`src/rtl/usb_rxbuf_pkg.sv`:
```
package usb_rxbuf_pkg;
  typedef enum logic [1:0] {
    WR_IDLE  = 2'd0,
    WR_STORE = 2'd1,
    WR_DROP  = 2'd2
  } wr_state_e;
endpackage

```
`src/rtl/rxbuf_mem.sv`:
```
module rxbuf_mem #(
  parameter int DW = 8,
  parameter int DEPTH = 64,
  localparam int AW = $clog2(DEPTH)
) (
  input  logic          clk,
  input  logic          we,
  input  logic [AW-1:0] waddr,
  input  logic [DW-1:0] wdata,
  input  logic [AW-1:0] raddr,
  output logic [DW-1:0] rdata
);
  logic [DW-1:0] store [DEPTH];

  always_ff @(posedge clk) begin
    if (we) store[waddr] <= wdata;
  end

  assign rdata = store[raddr];
endmodule

```
`src/rtl/rxbuf_wr.sv`:
```
module rxbuf_wr
  import usb_rxbuf_pkg::*;
#(
  parameter int DW = 8,
  parameter int DEPTH = 64,
  localparam int AW = $clog2(DEPTH),
  localparam int LW = $clog2(DEPTH + 1)
) (
  input  logic          clk,
  input  logic          rst_n,
  input  logic          pk_start,
  input  logic          pk_valid,
  input  logic [DW-1:0] pk_data,
  input  logic          pk_end,
  input  logic          pk_good,
  input  logic          slot_free,
  input  logic [LW-1:0] maxp,
  output logic          mem_we,
  output logic [AW-1:0] mem_addr,
  output logic [DW-1:0] mem_wdata,
  output logic          commit,
  output logic [LW-1:0] commit_len,
  output logic          ack,
  output logic          nak
);
  wr_state_e     st_q, st_d;
  logic [AW-1:0] base_q, base_d;
  logic [LW-1:0] cnt_q, cnt_d;
  logic          ovf_q, ovf_d;
  logic          ack_q, ack_d, nak_q, nak_d;

  assign mem_addr   = base_q + AW'(cnt_q);
  assign mem_wdata  = pk_data;
  assign commit_len = cnt_q;
  assign ack        = ack_q;
  assign nak        = nak_q;

  always_comb begin
    st_d   = st_q;
    base_d = base_q;
    cnt_d  = cnt_q;
    ovf_d  = ovf_q;
    ack_d  = 1'b0;
    nak_d  = 1'b0;
    mem_we = 1'b0;
    commit = 1'b0;
    if (pk_start) begin
      st_d  = slot_free ? WR_STORE : WR_DROP;
      cnt_d = '0;
      ovf_d = 1'b0;
    end else begin
      unique case (st_q)
        WR_STORE: begin
          if (pk_end) begin
            st_d = WR_IDLE;
            if (pk_good && !ovf_q) begin
              commit = 1'b1;
              ack_d  = 1'b1;
              base_d = base_q + AW'(cnt_q);
            end
          end else if (pk_valid) begin
            if (cnt_q < maxp) begin
              mem_we = 1'b1;
              cnt_d  = cnt_q + LW'(1);
            end else begin
              ovf_d = 1'b1;
            end
          end
        end
        WR_DROP: begin
          if (pk_end) begin
            st_d  = WR_IDLE;
            nak_d = 1'b1;
          end
        end
        default: ;
      endcase
    end
  end

  always_ff @(posedge clk or negedge rst_n) begin
    if (!rst_n) begin
      st_q   <= WR_IDLE;
      base_q <= '0;
      cnt_q  <= '0;
      ovf_q  <= 1'b0;
      ack_q  <= 1'b0;
      nak_q  <= 1'b0;
    end else begin
      st_q   <= st_d;
      base_q <= base_d;
      cnt_q  <= cnt_d;
      ovf_q  <= ovf_d;
      ack_q  <= ack_d;
      nak_q  <= nak_d;
    end
  end


  hs_excl_chk: assert property (@(posedge clk) disable iff (!rst_n) !(ack_q && nak_q));

  store_len_chk: assert property (@(posedge clk) disable iff (!rst_n) commit |-> (commit_len <= maxp));
endmodule

```
`src/rtl/rxbuf_slots.sv`:
```
module rxbuf_slots #(
  parameter int DEPTH = 64,
  localparam int AW = $clog2(DEPTH),
  localparam int LW = $clog2(DEPTH + 1)
) (
  input  logic          clk,
  input  logic          rst_n,
  input  logic          dbl,
  input  logic          auto_clr,
  input  logic [LW-1:0] maxp,
  input  logic          commit,
  input  logic [LW-1:0] commit_len,
  input  logic          pop,
  input  logic          sw_clr,
  output logic          slot_free,
  output logic          rdy,
  output logic          full,
  output logic [LW-1:0] head_len,
  output logic [AW-1:0] rd_addr,
  output logic          irq
);
  logic [1:0]    pend_q, pend_d;
  logic          gap_q, gap_d;
  logic          irq_q, irq_d;
  logic [AW-1:0] rbase_q, rbase_d;
  logic [LW-1:0] pcnt_q, pcnt_d;
  logic [LW-1:0] len_q [2];
  logic [LW-1:0] len_d [2];
  logic          pop_ok, auto_rel, rel;
  logic [1:0]    widx;

  assign rdy       = (pend_q != 2'd0) && !gap_q;
  assign full      = dbl ? (pend_q == 2'd2) : ((pend_q != 2'd0) && !gap_q);
  assign slot_free = dbl ? (pend_q < 2'd2) : (pend_q == 2'd0);
  assign head_len  = len_q[0];
  assign rd_addr   = rbase_q + AW'(pcnt_q);
  assign irq       = irq_q;

  assign pop_ok   = pop && rdy && (pcnt_q < len_q[0]);
  assign auto_rel = pop_ok && auto_clr && (len_q[0] == maxp) && ((pcnt_q + LW'(1)) == len_q[0]);
  assign rel      = rdy && (sw_clr || auto_rel);
  assign widx     = pend_q - {1'b0, rel};

  always_comb begin
    len_d  = len_q;
    pend_d = pend_q - {1'b0, rel} + {1'b0, commit};
    if (rel) len_d[0] = len_q[1];
    if (commit) len_d[widx[0]] = commit_len;
    rbase_d = rel ? (rbase_q + AW'(len_q[0])) : rbase_q;
    pcnt_d  = rel ? '0 : (pcnt_q + {{(LW-1){1'b0}}, pop_ok});
    gap_d   = rel && (pend_d != 2'd0);
    irq_d   = (commit && (pend_q == 2'd0)) || gap_q;
  end

  always_ff @(posedge clk or negedge rst_n) begin
    if (!rst_n) begin
      pend_q  <= 2'd0;
      gap_q   <= 1'b0;
      irq_q   <= 1'b0;
      rbase_q <= '0;
      pcnt_q  <= '0;
      len_q[0] <= '0;
      len_q[1] <= '0;
    end else begin
      pend_q  <= pend_d;
      gap_q   <= gap_d;
      irq_q   <= irq_d;
      rbase_q <= rbase_d;
      pcnt_q  <= pcnt_d;
      if (rel || commit) begin
        len_q[0] <= len_d[0];
        len_q[1] <= len_d[1];
      end
    end
  end


  commit_room_chk: assert property (@(posedge clk) disable iff (!rst_n) commit |-> (pend_q != 2'd2));

  requeue_chk: assert property (@(posedge clk) disable iff (!rst_n) gap_q |=> (rdy && irq_q));

  pop_bound_chk: assert property (@(posedge clk) disable iff (!rst_n) pcnt_q <= len_q[0]);
endmodule

```
`src/rtl/usb_out_rxbuf.sv`:
```
module usb_out_rxbuf #(
  parameter int DW = 8,
  parameter int DEPTH = 64,
  localparam int AW = $clog2(DEPTH),
  localparam int LW = $clog2(DEPTH + 1)
) (
  input  logic          clk,
  input  logic          rst_n,
  input  logic          ctl_we,
  input  logic [LW-1:0] ctl_maxp,
  input  logic          ctl_auto_clr,
  input  logic          ctl_dbl_dis,
  input  logic          sw_clr_rdy,
  input  logic          pk_start,
  input  logic          pk_valid,
  input  logic [DW-1:0] pk_data,
  input  logic          pk_end,
  input  logic          pk_good,
  output logic          hs_ack,
  output logic          hs_nak,
  input  logic          pop,
  output logic [DW-1:0] pop_data,
  output logic [LW-1:0] rx_len,
  output logic          rx_ready,
  output logic          rx_full,
  output logic          ep_irq,
  output logic [LW-1:0] cfg_maxp,
  output logic          cfg_auto_clr,
  output logic          cfg_dbl_dis
);
  logic [1:0]    rsync_q;
  logic          rst_s;
  logic [LW-1:0] maxp_q;
  logic          auto_q, dis_q;
  logic          maxp_ok, dbl;
  logic [LW:0]   twice_maxp;
  logic          slot_free, commit, mem_we;
  logic [LW-1:0] commit_len;
  logic [AW-1:0] waddr, raddr;
  logic [DW-1:0] wdata;

  always_ff @(posedge clk or negedge rst_n) begin
    if (!rst_n) rsync_q <= 2'b00;
    else        rsync_q <= {rsync_q[0], 1'b1};
  end
  assign rst_s = rsync_q[1];

  assign maxp_ok    = (ctl_maxp <= LW'(DEPTH));
  assign twice_maxp = {maxp_q, 1'b0};
  assign dbl        = !dis_q && (twice_maxp <= (LW+1)'(DEPTH));

  always_ff @(posedge clk or negedge rst_s) begin
    if (!rst_s) begin
      maxp_q <= LW'(DEPTH);
      auto_q <= 1'b0;
      dis_q  <= 1'b1;
    end else if (ctl_we) begin
      auto_q <= ctl_auto_clr;
      dis_q  <= ctl_dbl_dis;
      if (maxp_ok) maxp_q <= ctl_maxp;
    end
  end

  assign cfg_maxp     = maxp_q;
  assign cfg_auto_clr = auto_q;
  assign cfg_dbl_dis  = dis_q;

  rxbuf_wr #(.DW(DW), .DEPTH(DEPTH)) u_wr (
    .clk(clk), .rst_n(rst_s),
    .pk_start(pk_start), .pk_valid(pk_valid), .pk_data(pk_data),
    .pk_end(pk_end), .pk_good(pk_good),
    .slot_free(slot_free), .maxp(maxp_q),
    .mem_we(mem_we), .mem_addr(waddr), .mem_wdata(wdata),
    .commit(commit), .commit_len(commit_len),
    .ack(hs_ack), .nak(hs_nak)
  );

  rxbuf_mem #(.DW(DW), .DEPTH(DEPTH)) u_mem (
    .clk(clk), .we(mem_we), .waddr(waddr), .wdata(wdata),
    .raddr(raddr), .rdata(pop_data)
  );

  rxbuf_slots #(.DEPTH(DEPTH)) u_slots (
    .clk(clk), .rst_n(rst_s),
    .dbl(dbl), .auto_clr(auto_q), .maxp(maxp_q),
    .commit(commit), .commit_len(commit_len),
    .pop(pop), .sw_clr(sw_clr_rdy),
    .slot_free(slot_free), .rdy(rx_ready), .full(rx_full),
    .head_len(rx_len), .rd_addr(raddr), .irq(ep_irq)
  );


  maxp_legal_chk: assert property (@(posedge clk) disable iff (!rst_s) maxp_q <= LW'(DEPTH));

  ack_flag_chk: assert property (@(posedge clk) disable iff (!rst_s) hs_ack |-> rx_ready || rx_full || !rsync_q[1]);
endmodule

```
`config.mk`:
```
export PLATFORM = sky130hd
export DESIGN_NAME = usb_out_rxbuf
export DESIGN_NICKNAME = d
export VERILOG_FILES = /design/src/rtl/usb_rxbuf_pkg.sv /design/src/rtl/rxbuf_mem.sv /design/src/rtl/rxbuf_wr.sv /design/src/rtl/rxbuf_slots.sv /design/src/rtl/usb_out_rxbuf.sv
export SDC_FILE = /design/constraint.sdc
export NUM_CORES = 1
export LEC_CHECK = 0
export BUFFER_PORTS_ARGS = -buffer_cell sky130_fd_sc_hd__buf_2
export CORE_UTILIZATION = 35
export CTS_CLUSTER_DIAMETER = 100
export DETAILED_ROUTE_END_ITERATION = 8
export GPL_ROUTABILITY_DRIVEN = 0
export SYNTH_ARGS = -nofsm -noshare
export SYNTH_HDL_FRONTEND = slang
export SYNTH_SLANG_ARGS = --single-unit
export TNS_END_PERCENT = 30
```
`constraint.sdc`:
```
create_clock -name clk -period 6 [get_ports clk]
set_input_delay 0.3 -clock clk [delete_from_list [all_inputs] [get_ports clk]]
set_output_delay 0.3 -clock clk [all_outputs]
set_load 0.005 [all_outputs]
```
==> results of run 1 <==
## metal layers
metal	GRT usage [%]	share of wire, %	up-vias
li1	-	-	5386
met1	22.2	44	6441
met2	24.9	48	380
met3	2.24	5.0	81
met4	5.26	2.6	0
met5	0	0	-
## registers in the layout, summed over array words and instances, names as in the netlist, named ones only
signal	count
cfg_auto_clr	1
cfg_dbl_dis	1
cfg_maxp	7
rsync_q	2
u_mem.store	512
u_slots.gap_q	1
u_slots.head_len	7
u_slots.irq	1
u_slots.pcnt_q	7
u_slots.pend_q	2
u_slots.rbase_q	6
u_wr.ack	1
u_wr.base_q	6
u_wr.commit_len	7
u_wr.nak	1
u_wr.ovf_q	1
u_wr.st_q	2
## cells in the final DEF (no fill, tap or decap), types with 7 or more instances in the layout
cell	instances
mux2_2	35
dlygate4sd3_1	14
inv_1	23
and2_1	17
edfxtp_1	512
mux4_2	128
xor2_1	14
clkinv_1	9
a221o_1	8
nand2b_1	11
buf_4	15
clkinv_2	12
nor2_1	83
clkbuf_16	56
clkbuf_1	14
o22ai_1	9
nor3_1	7
a211oi_1	20
nand2_1	76
nand3_1	11
ha_1	35
a31oi_1	17
o21ai_0	20
or3_1	9
buf_2	54
mux2i_1	36
xnor2_1	20
dfrtp_1	57
a21oi_1	24
## worst max-delay path: stages, from the launching register on
cell and delay [ns]:
dfrtp_1 0.46, ha_4 0.20, fa_4 1.12, buf_4 0.44, buf_4 0.29, mux4_2 0.32
mux2i_1 0.34, mux2_2 0.23, o22ai_1 0.07, a221o_1 0.30, buf_2 0.14
## final timing paths
path / end / slack [ns] / depth (start not counted)
worst max-delay path: pop_data[7] / 1.12 / 10
worst min-delay path: u_wr.ovf_q$_DFFE_PN0P_ / 0.05 / 2
worst max register to register: u_slots.head_len[2]$_DFFE_PN0P_ / 1.96 / 12
worst min register to register: rsync_q[1]$_DFF_PN0_ / 0.36 / 0
max in group asynchronous: u_slots.rbase_q[5]$_DFFE_PN0N_ / 5.07 / 1
min in group asynchronous: u_wr.commit_len[3]$_DFFE_PN0P_ / 0.43 / 1
## per-stage QoR
step                      instances  instance area, um^2
after floorplan                1323                23900
after global placement         2197                25100
after detailed placement       2197                25100
after CTS                      2312                26900
after global routing           2312                26900
final                          2312                26900
## timing repair
item	CTS	global route
endpoints found under the hold margin	12	0
hold buffers	14	0
buffers inserted	0	0
## where the power goes
group	total, uW	internal (uW)	switching (uW)
logic	2200	988	1210
clock network	3270	1800	1470
registers	4430	4380	43.1
## logic make-up after synthesis
group	count (synthesis)	share of synthesized area [%]
DFF	572	70.6
and+or+nand+nor	253	5.09
muxes	200	15.3
AOI/OAI and AO/OA	129	3.66
buffers and inverters	93	1.84
adders and majority gates	39	2.14
xor gates and xnor gates	36	1.35
other	1	0.0157
## layout make-up
| type | count | area [um^2] | share of cell area [%] |
|---|---|---|---|
| Clock buffer | 73 | 1500 | 5.55 |
| Clock inverter | 28 | 196 | 0.729 |
| Inverter | 23 | 86.3 | 0.320 |
| Multi-Input combinational cell | 658 | 6620 | 24.6 |
| Sequential cell | 572 | 16900 | 62.7 |
| Tap cell | 873 | 1090 | 4.06 |
| Timing Repair Buffer | 85 | 563 | 2.09 |
==> metrics.csv, run 1 <==
metric,value,unit
clk_latency,0.62,ns
max_freq,205,MHz
period_needed,4.88,ns
power_density,368,nW/um^2
tns,0,ns
viasPerCell,5.31,
synth_edf_count,512,
fin_skew,0.0138,ns
whs,0.0525,ns
ios,55,
total_power,9900,uW
antenna_left,0,
grt_pass1_vias,12634,
synthToLayoutAreaGrowth,12.7,%
crit_path_max_fanout,29,
yosysSeqAreaShare,70.6,%
htree_num_levels,2,
slew_violations,0,
run_status,finished clean,
ys_warn_count,0,
worst_slack,1.12,ns
vias,12288,
ys_seq_elements,572,
antenna_found_initial,0,
drive_gt1_share,23.6,%
avgSynthCellArea,18.1,um^2
wl_per_cell,23.3,um
die-height,263,um
maxSlewHeadroom,8.76,%
hp-class,in -> reg,
clkTransAtPathRegs,0.06,ns
rsz0062_at_grt,false,
start_util,35.4,%
row_count,95,
worst_setup_path_start_kind,flip-flop,
portBuffers,54,
cts_buffers,56,
yosysUniqueCellTypes,61,
wl,53.9,mm
clock_sinks,572,
crit_arrival,4.58,ns
first_iter_violations,1071,
fin_nets,1461,
yosysTopAreaCell,edfxtp_1,
min-delay-start,pk_start,
grt_first_pass_wirelength,81.6,mm
end_kind,primary output,
finalHoldViolCount,0,
cp-startpoint,u_slots.pcnt_q[0]$_DFF_PN0_,
syn_nets,1388,
max-cap-violations,0,
hpwl,33.9,mm
clk_path_buf_depth,3,
synth.most_common_cell,edfxtp_1,
drcViolationCount,0,
tightest_slew,1.36,ns
grt.overflow.total,0,
async_flop_share,10.5,%
syn_inst,1323,
final.period_utilization,81.3,%
track_usage,15.7,%
core,67400,um^2
crit_type,reg -> out,
syn_area,23900,um^2
cts_tree,built,
yosys_most_used_dff,edfxtp_1,
total_leakage_power,0.00910,uW
synth_area_leaders,"edfxtp_1 64%, mux4_2 12%, dfrtp_1 6.1%, ha_1 1.9%, mux2_2 1.6%",
r2r-start,u_slots.pcnt_q[1]$_DFF_PN0_,
fp.dieW,263,um
post-place-ws,1.76,ns
post_cts_resized,0,
cts-root-buf,clkbuf_16,
fillers,5976,
synth_top_area_share,64.4,%
dieArea,69300,um^2
dr.pass1.iters,5,
required,5.70,ns
synthTopCellsByCount,"512 x edfxtp_1, 128 x mux4_2, 83 x nor2_1",
grt_max_degree,65,
diodes,0,
fin_util,40.0,%
finalSetupViolations,0,
vdd_ir_drop_max,0.255,mV
No activity file was read; power rests on OpenSTA's default activity.
==> inputs of run 2 (changes only) <==
--- a/config.mk
+++ b/config.mk
@@ -5,6 +5,7 @@
 export SDC_FILE = /design/constraint.sdc
 export NUM_CORES = 1
 export LEC_CHECK = 0
+export ABC_AREA = 1
 export BUFFER_PORTS_ARGS = -buffer_cell sky130_fd_sc_hd__buf_2
 export CORE_UTILIZATION = 35
 export CTS_CLUSTER_DIAMETER = 100
==> constraint.sdc (replaced) <==
create_clock -name clk -period 4.8 [get_ports clk]
set_input_delay 0.24 -clock clk [delete_from_list [all_inputs] [get_ports clk]]
set_output_delay 0.24 -clock clk [all_outputs]
set_load 0.005 [all_outputs]
==> run 2 against run 1 <==
Clock skew rose by 0.017 ns. Sequential share of layout area fell by 1.6 points. Die area rose by 1.5%. Global-route usage rose by 2.0 points.
==> metrics.csv, run 2 <==
metric,value,unit,change
run_status,finished clean,,
largest_reg_flops,512,,unchanged
dieArea,70400,um^2,+1.5%
grt_max_degree,177,,+170%
end_kind,primary output,,
synth_area_leaders,"edfxtp_1 63%, dfrtp_1 6.0%, o21ai_0 5.9%, nor2_1 5.5%, nand2_1 4.2%",,
avgSynthCellArea,11.7,um^2,-35%
required,4.56,ns,-1.14 ns
fin_area,27700,um^2,+2.7%
final_common_cell,edfxtp_1,,
comb_power_share,33.8,%,+12 points
yosys_most_used_dff,edfxtp_1,,
synthTopCellsByCount,"512 x edfxtp_1, 357 x nor2_1, 284 x o21ai_0",,
final.period_utilization,91.0,%,
clock_sinks,572,,unchanged
max_freq,229,MHz,
internal-power,9480,uW,+32%
postCtsHoldBufs,16,,+2
drive_gt1_share,9.83,%,-14 points
row_count,96,,+1.1%
total_leakage_power,0.00973,uW,+6.9%
yosysSeqAreaShare,69.6,%,-1.1 points
ys_warn_count,0,,unchanged
crit_family,buffers and inverters,,
grt_pass1_vias,15877,,+26%
worst_setup_path_start_kind,flip-flop,,
yosysTopAreaCell,edfxtp_1,,
antenna_found_initial,0,,unchanged
start_util,35.4,%,-0.084 points
clk_latency,0.63,ns,about the same
track_usage,17.7,%,+2.0 points
maxSlewHeadroom,34.5,%,+26 points
cpMostUsedCell,nand2_1,,
portBuffers,54,,unchanged
ys_seq_elements,572,,unchanged
cp_slowest_cell,inv_2,,
crit_path_max_fanout,43,,+48%
hp-class,in -> reg,,
critPathBufInv,3,,unchanged
clk_path_buf_depth,3,,unchanged
synth_edf_count,512,,unchanged
worstPathCellList,"ha_4, fa_4, inv_2, buf_12, o21ai_0, o221ai_1, a21oi_1, o21ai_1, nand2_1, nand2_1, buf_2",,
seqPwrFrac,37.3,%,-7.4 points
place_area,25700,um^2,+2.4%
vias,16602,,+35%
htree_num_levels,2,,unchanged
cts-root-buf,clkbuf_16,,
power_density,543,nW/um^2,+48%
mostFrequentLayoutCells,"512 x edfxtp_1, 357 x nor2_1, 284 x o21ai_0",,
first_iter_violations,1576,,+47%
p_clk_share,28.9,%,-4.2 points
wl_per_cell,20.2,um,-13%
grt_first_pass_wirelength,96.1,mm,+18%
finalHoldViolCount,0,,unchanged
cts_buffers,57,,+1.8%
syn_inst,2081,,+57%
fin_nets,2213,,+51%
synth_top_area_share,63.4,%,-0.97 points
fillers,6431,,+7.6%
core,68600,um^2,+1.8%
crit_type,reg -> out,,
tns,0,ns,unchanged
period_needed,4.37,ns,
grt.overflow.total,0,,unchanged
finalSetupViolations,0,,unchanged
synthToLayoutAreaGrowth,14.0,%,
slowest_delay,0.69,ns,-0.43 ns
cts_tree,built,,
drcViolationCount,0,,unchanged
diodes,0,,unchanged
switching_share,36.9,%,+9.3 points
crit_arrival,4.13,ns,-0.45 ns
max-cap-violations,0,,unchanged
synth.most_common_cell,edfxtp_1,,
vdd_ir_drop_max,0.425,mV,+67%
antenna_left,0,,unchanged
viasPerCell,5.31,,-0.14%
post_cts_resized,0,,unchanged
hpwl,35.8,mm,+5.7%
ios,55,,unchanged
die-height,265,um,+0.75%
clkTransAtPathRegs,0.06,ns,about the same
tightest_slew,0.977,ns,-0.386 ns
slew_violations,0,,unchanged
fin_skew,0.0304,ns,+0.0165 ns
fp.dieW,265,um,+0.75%
net-switching-power,5540,uW,+100%
syn_nets,2146,,+55%
top_register,u_mem.store,,
wl,63.2,mm,+17%
rsz0062_at_grt,false,,
async_flop_share,10.5,%,unchanged
syn_area,24300,um^2,+1.5%
post_cts_buffers,0,,unchanged
yosysUniqueCellTypes,46,,-25%
dr.pass1.iters,5,,unchanged
## run 2: cell types whose count changed after synthesis, moves of 20 or more
cell      before  now
nand3_1       11  106
nand2_1       76  271
o21ai_0       20  284
inv_1         23   69
o21ai_1        2   22
mux2_2        35    1
mux2i_1       36    0
o221ai_1       0   32
mux4_2       128    0
o22ai_1        9   97
clkbuf_1      35   64
nor2_1        83  357
## run 2: logic make-up (layout without fill, tap and decap cells)
family / count (synthesis) / count (layout) / share of synthesized area [%]
AND/OR/NAND/NOR: 767 / 767 / 12.9
flip-flops: 572 / 572 / 69.6
AO/OA/AOI/OAI: 479 / 479 / 10.9
buffers and inverters: 198 / 314 / 3.46
adder cells (fa/ha/maj): 39 / 39 / 2.10
XOR/XNOR: 24 / 24 / 0.929
other: 1 / 1 / 0.0155
multiplexers: 1 / 1 / 0.0464
## run 2: metal layers
| layer | track usage (%) | part of all wire [%] |
|---|---|---|
| met5 | 0 | 0 |
| met4 | 4.89 | 2.3 |
| met3 | 2.67 | 7.9 |
| met2 | 28.8 | 47 |
| met1 | 24.6 | 43 |
## run 2: stage by stage
stage / total power [uW] / worst slack, ns / std cells / hold WS [ns] / utilization [%]
2_1_floorplan: 8930 / 2.15 / 2081 / -0.0556 / -
3_3_place_gp: 10700 / 1.15 / 3004 / 0.0266 / 37.5
3_5_place_dp: 10700 / 1.14 / 3004 / 0.0276 / 37.5
4_1_cts: 15100 / 0.472 / 3128 / 0.0178 / 40.3
5_1_grt: 15800 / 0.256 / 3128 / 0.0771 / 40.3
6_report: 15000 / 0.432 / 3128 / 0.0477 / 40.3
## run 2: power by group through the flow
stage	clock [uW]	sequential [uW]	combinational (uW)
2_1_floorplan	0	5680	3250
3_3_place_gp	0	5700	4960
3_5_place_dp	0	5700	5030
4_1_cts	4400	5600	5070
5_1_grt	4580	5610	5570
6_report	4340	5600	5080
## run 2: area by class of cell
cell class / count / area (um^2) / share of cell area (%)
clock buffer: 82 / 1550 / 5.61
clock inverter: 26 / 249 / 0.900
inverter: 78 / 303 / 1.09
multi-input combinational: 1311 / 6570 / 23.8
sequential: 572 / 16900 / 61.0
tap: 931 / 1160 / 4.21
timing repair buffer: 128 / 941 / 3.40
## run 2: final timing paths
path                                          endpoint  slack [ns]  cells after the start                            from
setup / recovery                           pop_data[6]        0.43                     11     u_slots.pcnt_q[0]$_DFF_PN0_
hold / removal                  u_wr.ovf_q$_DFFE_PN0P_        0.05                      4                          pk_end
setup reg to reg           u_mem.store[9][0]$_DFFE_PP_        1.28                      9  u_wr.commit_len[0]$_DFFE_PN0P_
hold reg to reg                   rsync_q[1]$_DFF_PN0_        0.35                      0            rsync_q[0]$_DFF_PN0_
max in group asynchronous  u_slots.pcnt_q[2]$_DFF_PN0_        3.90                      1            rsync_q[1]$_DFF_PN0_
min in group asynchronous           u_wr.nak$_DFF_PN0_        0.40                      1            rsync_q[1]$_DFF_PN0_
## run 2: tightest hold or removal path, delay by kind of cell
| kind | cells | cell delay, ns |
|---|---|---|
| buffers and inverters | 1 | 0.12 |
| AO/OA/AOI/OAI | 1 | 0.06 |
| AND/OR/NAND/NOR | 2 | 0.19 |
==> inputs of run 3 (changes only) <==
==> constraint.sdc (replaced) <==
create_clock -name clk -period 4.8 [get_ports clk]
set_input_delay 0.48 -clock clk [delete_from_list [all_inputs] [get_ports clk]]
set_output_delay 0.48 -clock clk [all_outputs]
set_load 0.005 [all_outputs]
==> run 3 against run 2 <==
Global-route usage up 0.25 points. Die area unchanged. Non-clock buffer count down 27. Setup slack worse by 0.10 ns. Power up 3.3%. Clock power up 11%. Sequential power about the same. Via count down 1.2%. Register-to-register slack worse by 0.15 ns. Largest power group unchanged.
==> metrics.csv, run 3 (synthesis gave the netlist of run 2 again) <==
metric,value,unit,change
run_status,finished clean,,
post_cts_resized,0,,unchanged
antenna_left,0,,unchanged
grt_pass1_vias,15996,,+0.75%
period_needed,4.47,ns,+0.104 ns
dr.pass1.iters,6,,+1
drive_gt1_share,10.0,%,+0.16 points
clkTransAtPathRegs,0.06,ns,about the same
ios,55,,unchanged
critPathBufInv,2,,-1
crit_family,adder cells,,
final_common_cell,edfxtp_1,,
drcViolationCount,0,,unchanged
power_density,561,nW/um^2,+3.3%
tightest_slew,0.930,ns,-0.0476 ns
whs,0.0773,ns,+0.0297 ns
max_freq,224,MHz,-2.3%
start_util,35.4,%,unchanged
antenna_found_initial,1,,+1
total_power,15500,uW,+3.3%
hp-class,in -> reg,,
wl_per_cell,20.4,um,+1.1%
cpMostUsedCell,nand2_1,,
post_cts_buffers,0,,unchanged
crit_arrival,3.99,ns,-0.14 ns
crit_type,reg -> out,,
worstPathCellList,"ha_4, fa_4, buf_4, o21ai_0, o221ai_1, a21oi_1, o21ai_1, nand2_1, nand2_1, buf_2",,
portBuffers,54,,unchanged
cp_slowest_cell,fa_4,,
first_iter_violations,1512,,-4.1%
worst_setup_path_start_kind,flip-flop,,
slowest_delay,0.84,ns,+0.15 ns
rsz0062_at_grt,false,,
hpwl,36.7,mm,+2.4%
largest_reg_flops,512,,unchanged
max-cap-violations,0,,unchanged
wl,63.4,mm,+0.25%
dieArea,70400,um^2,unchanged
cts-root-buf,clkbuf_16,,
grt_first_pass_wirelength,96.7,mm,+0.60%
top_register,u_mem.store,,
core,68600,um^2,unchanged
clk_latency,0.63,ns,about the same
synthToLayoutAreaGrowth,14.1,%,about the same
cts_buffers,58,,+1.8%
clock_sinks,572,,unchanged
grt-busiest-layer,met2,,
mostFrequentLayoutCells,"512 x edfxtp_1, 357 x nor2_1, 284 x o21ai_0",,
total_leakage_power,0.00972,uW,about the same
required,4.32,ns,-0.24 ns
vdd_ir_drop_max,0.348,mV,-18%
vias,16397,,-1.2%
cts_tree,built,,
grt.overflow.total,0,,unchanged
met2_usage,29.1,%,+0.27 points
finalSetupViolations,0,,unchanged
grt_max_degree,125,,-29%
clk_path_buf_depth,3,,unchanged
viasPerCell,5.29,,-0.41%
postCtsHoldBufs,1,,-15
end_kind,primary output,,
track_usage,17.9,%,+0.25 points
rrSetupSlack,1.13,ns,-0.15 ns
diodes,0,,unchanged
tns,0,ns,unchanged
crit_path_max_fanout,54,,+26%
gr-usage-met3,3.13,%,+0.46 points
finalHoldViolCount,0,,unchanged
die-height,265,um,unchanged
slew_violations,0,,unchanged
maxSlewHeadroom,37.8,%,+3.3 points
row_count,96,,unchanged
fp.dieW,265,um,unchanged
htree_num_levels,2,,unchanged
fin_skew,0.0273,ns,-0.00307 ns
fin_nets,2187,,-1.2%
final.period_utilization,93.2,%,+2.2 points
use_met1,24.0,%,-0.64 points
-- run 3: cell types whose count changed in the layout (fill, tap and decap cells not counted), moves of 3 or more --
cell / before / now
clkinv_2: 6 / 10
buf_4: 52 / 39
dlygate4sd3_1: 16 / 1
clkinvlp_4: 1 / 4
clkinv_1: 13 / 16
clkbuf_8: 3 / 0
bufinv_16: 4 / 12
clkbuf_1: 22 / 7
-- run 3: metrics by stage --
step	worst slack, ns	utilization [%]	instance area, um^2	cells
2_1_floorplan	2.14	-	24300	2081
3_3_place_gp	1.05	37.4	25600	2992
3_5_place_dp	1.04	37.4	25600	2992
4_1_cts	0.347	40.3	27700	3102
5_1_grt	0.138	40.3	27700	3102
6_report	0.328	40.3	27700	3102
-- run 3: path summary, 6_finish.rpt --
kind | startpoint | end | cells past startpoint
worst min-delay path | ctl_dbl_dis | cfg_dbl_dis$_DFFE_PN1P_ | 3
max in group asynchronous | rsync_q[1]$_DFF_PN0_ | u_wr.base_q[5]$_DFFE_PN0P_ | 1
min in group asynchronous | rst_n | rsync_q[0]$_DFF_PN0_ | 2
worst max-delay path | u_slots.pcnt_q[0]$_DFF_PN0_ | pop_data[5] | 10
worst max register to register | cfg_maxp[6]$_DFFE_PN1P_ | u_mem.store[45][0]$_DFFE_PP_ | 8
worst min register to register | rsync_q[0]$_DFF_PN0_ | rsync_q[1]$_DFF_PN0_ | 0
-- run 3: final cells by class --
class                      instances  area, um^2
multi-input combinational       1311        6570
clock buffer                      65        1480
timing repair buffer             101         713
inverter                          78         303
sequential                       572       16900
tap                              931        1160
fill                            6478       40900
clock inverter                    44         561
-- run 3: where the power goes --
| part | total [uW] | leakage [uW] | switching [uW] | internal [uW] |
|---|---|---|---|---|
| Sequential | 5600 | 0.00539 | 88.6 | 5510 |
| Clock | 4830 | 0.000985 | 1960 | 2870 |
| Combinational | 5090 | 0.00334 | 3590 | 1500 |
| Total | 15500 | 0.00972 | 5640 | 9880 |
-- run 3: layer usage --
layer	up-vias	share of wire, %
met2	582	47
met1	8121	43
met3	130	6.6
met4	2	3.6
met5	-	0.021
li1	7562	-
-- run 3: tightest hold or removal path, cell delays in order --
cell and delay (ns):
buf_2 0.08, nand2_1 0.04, o21ai_0 0.07
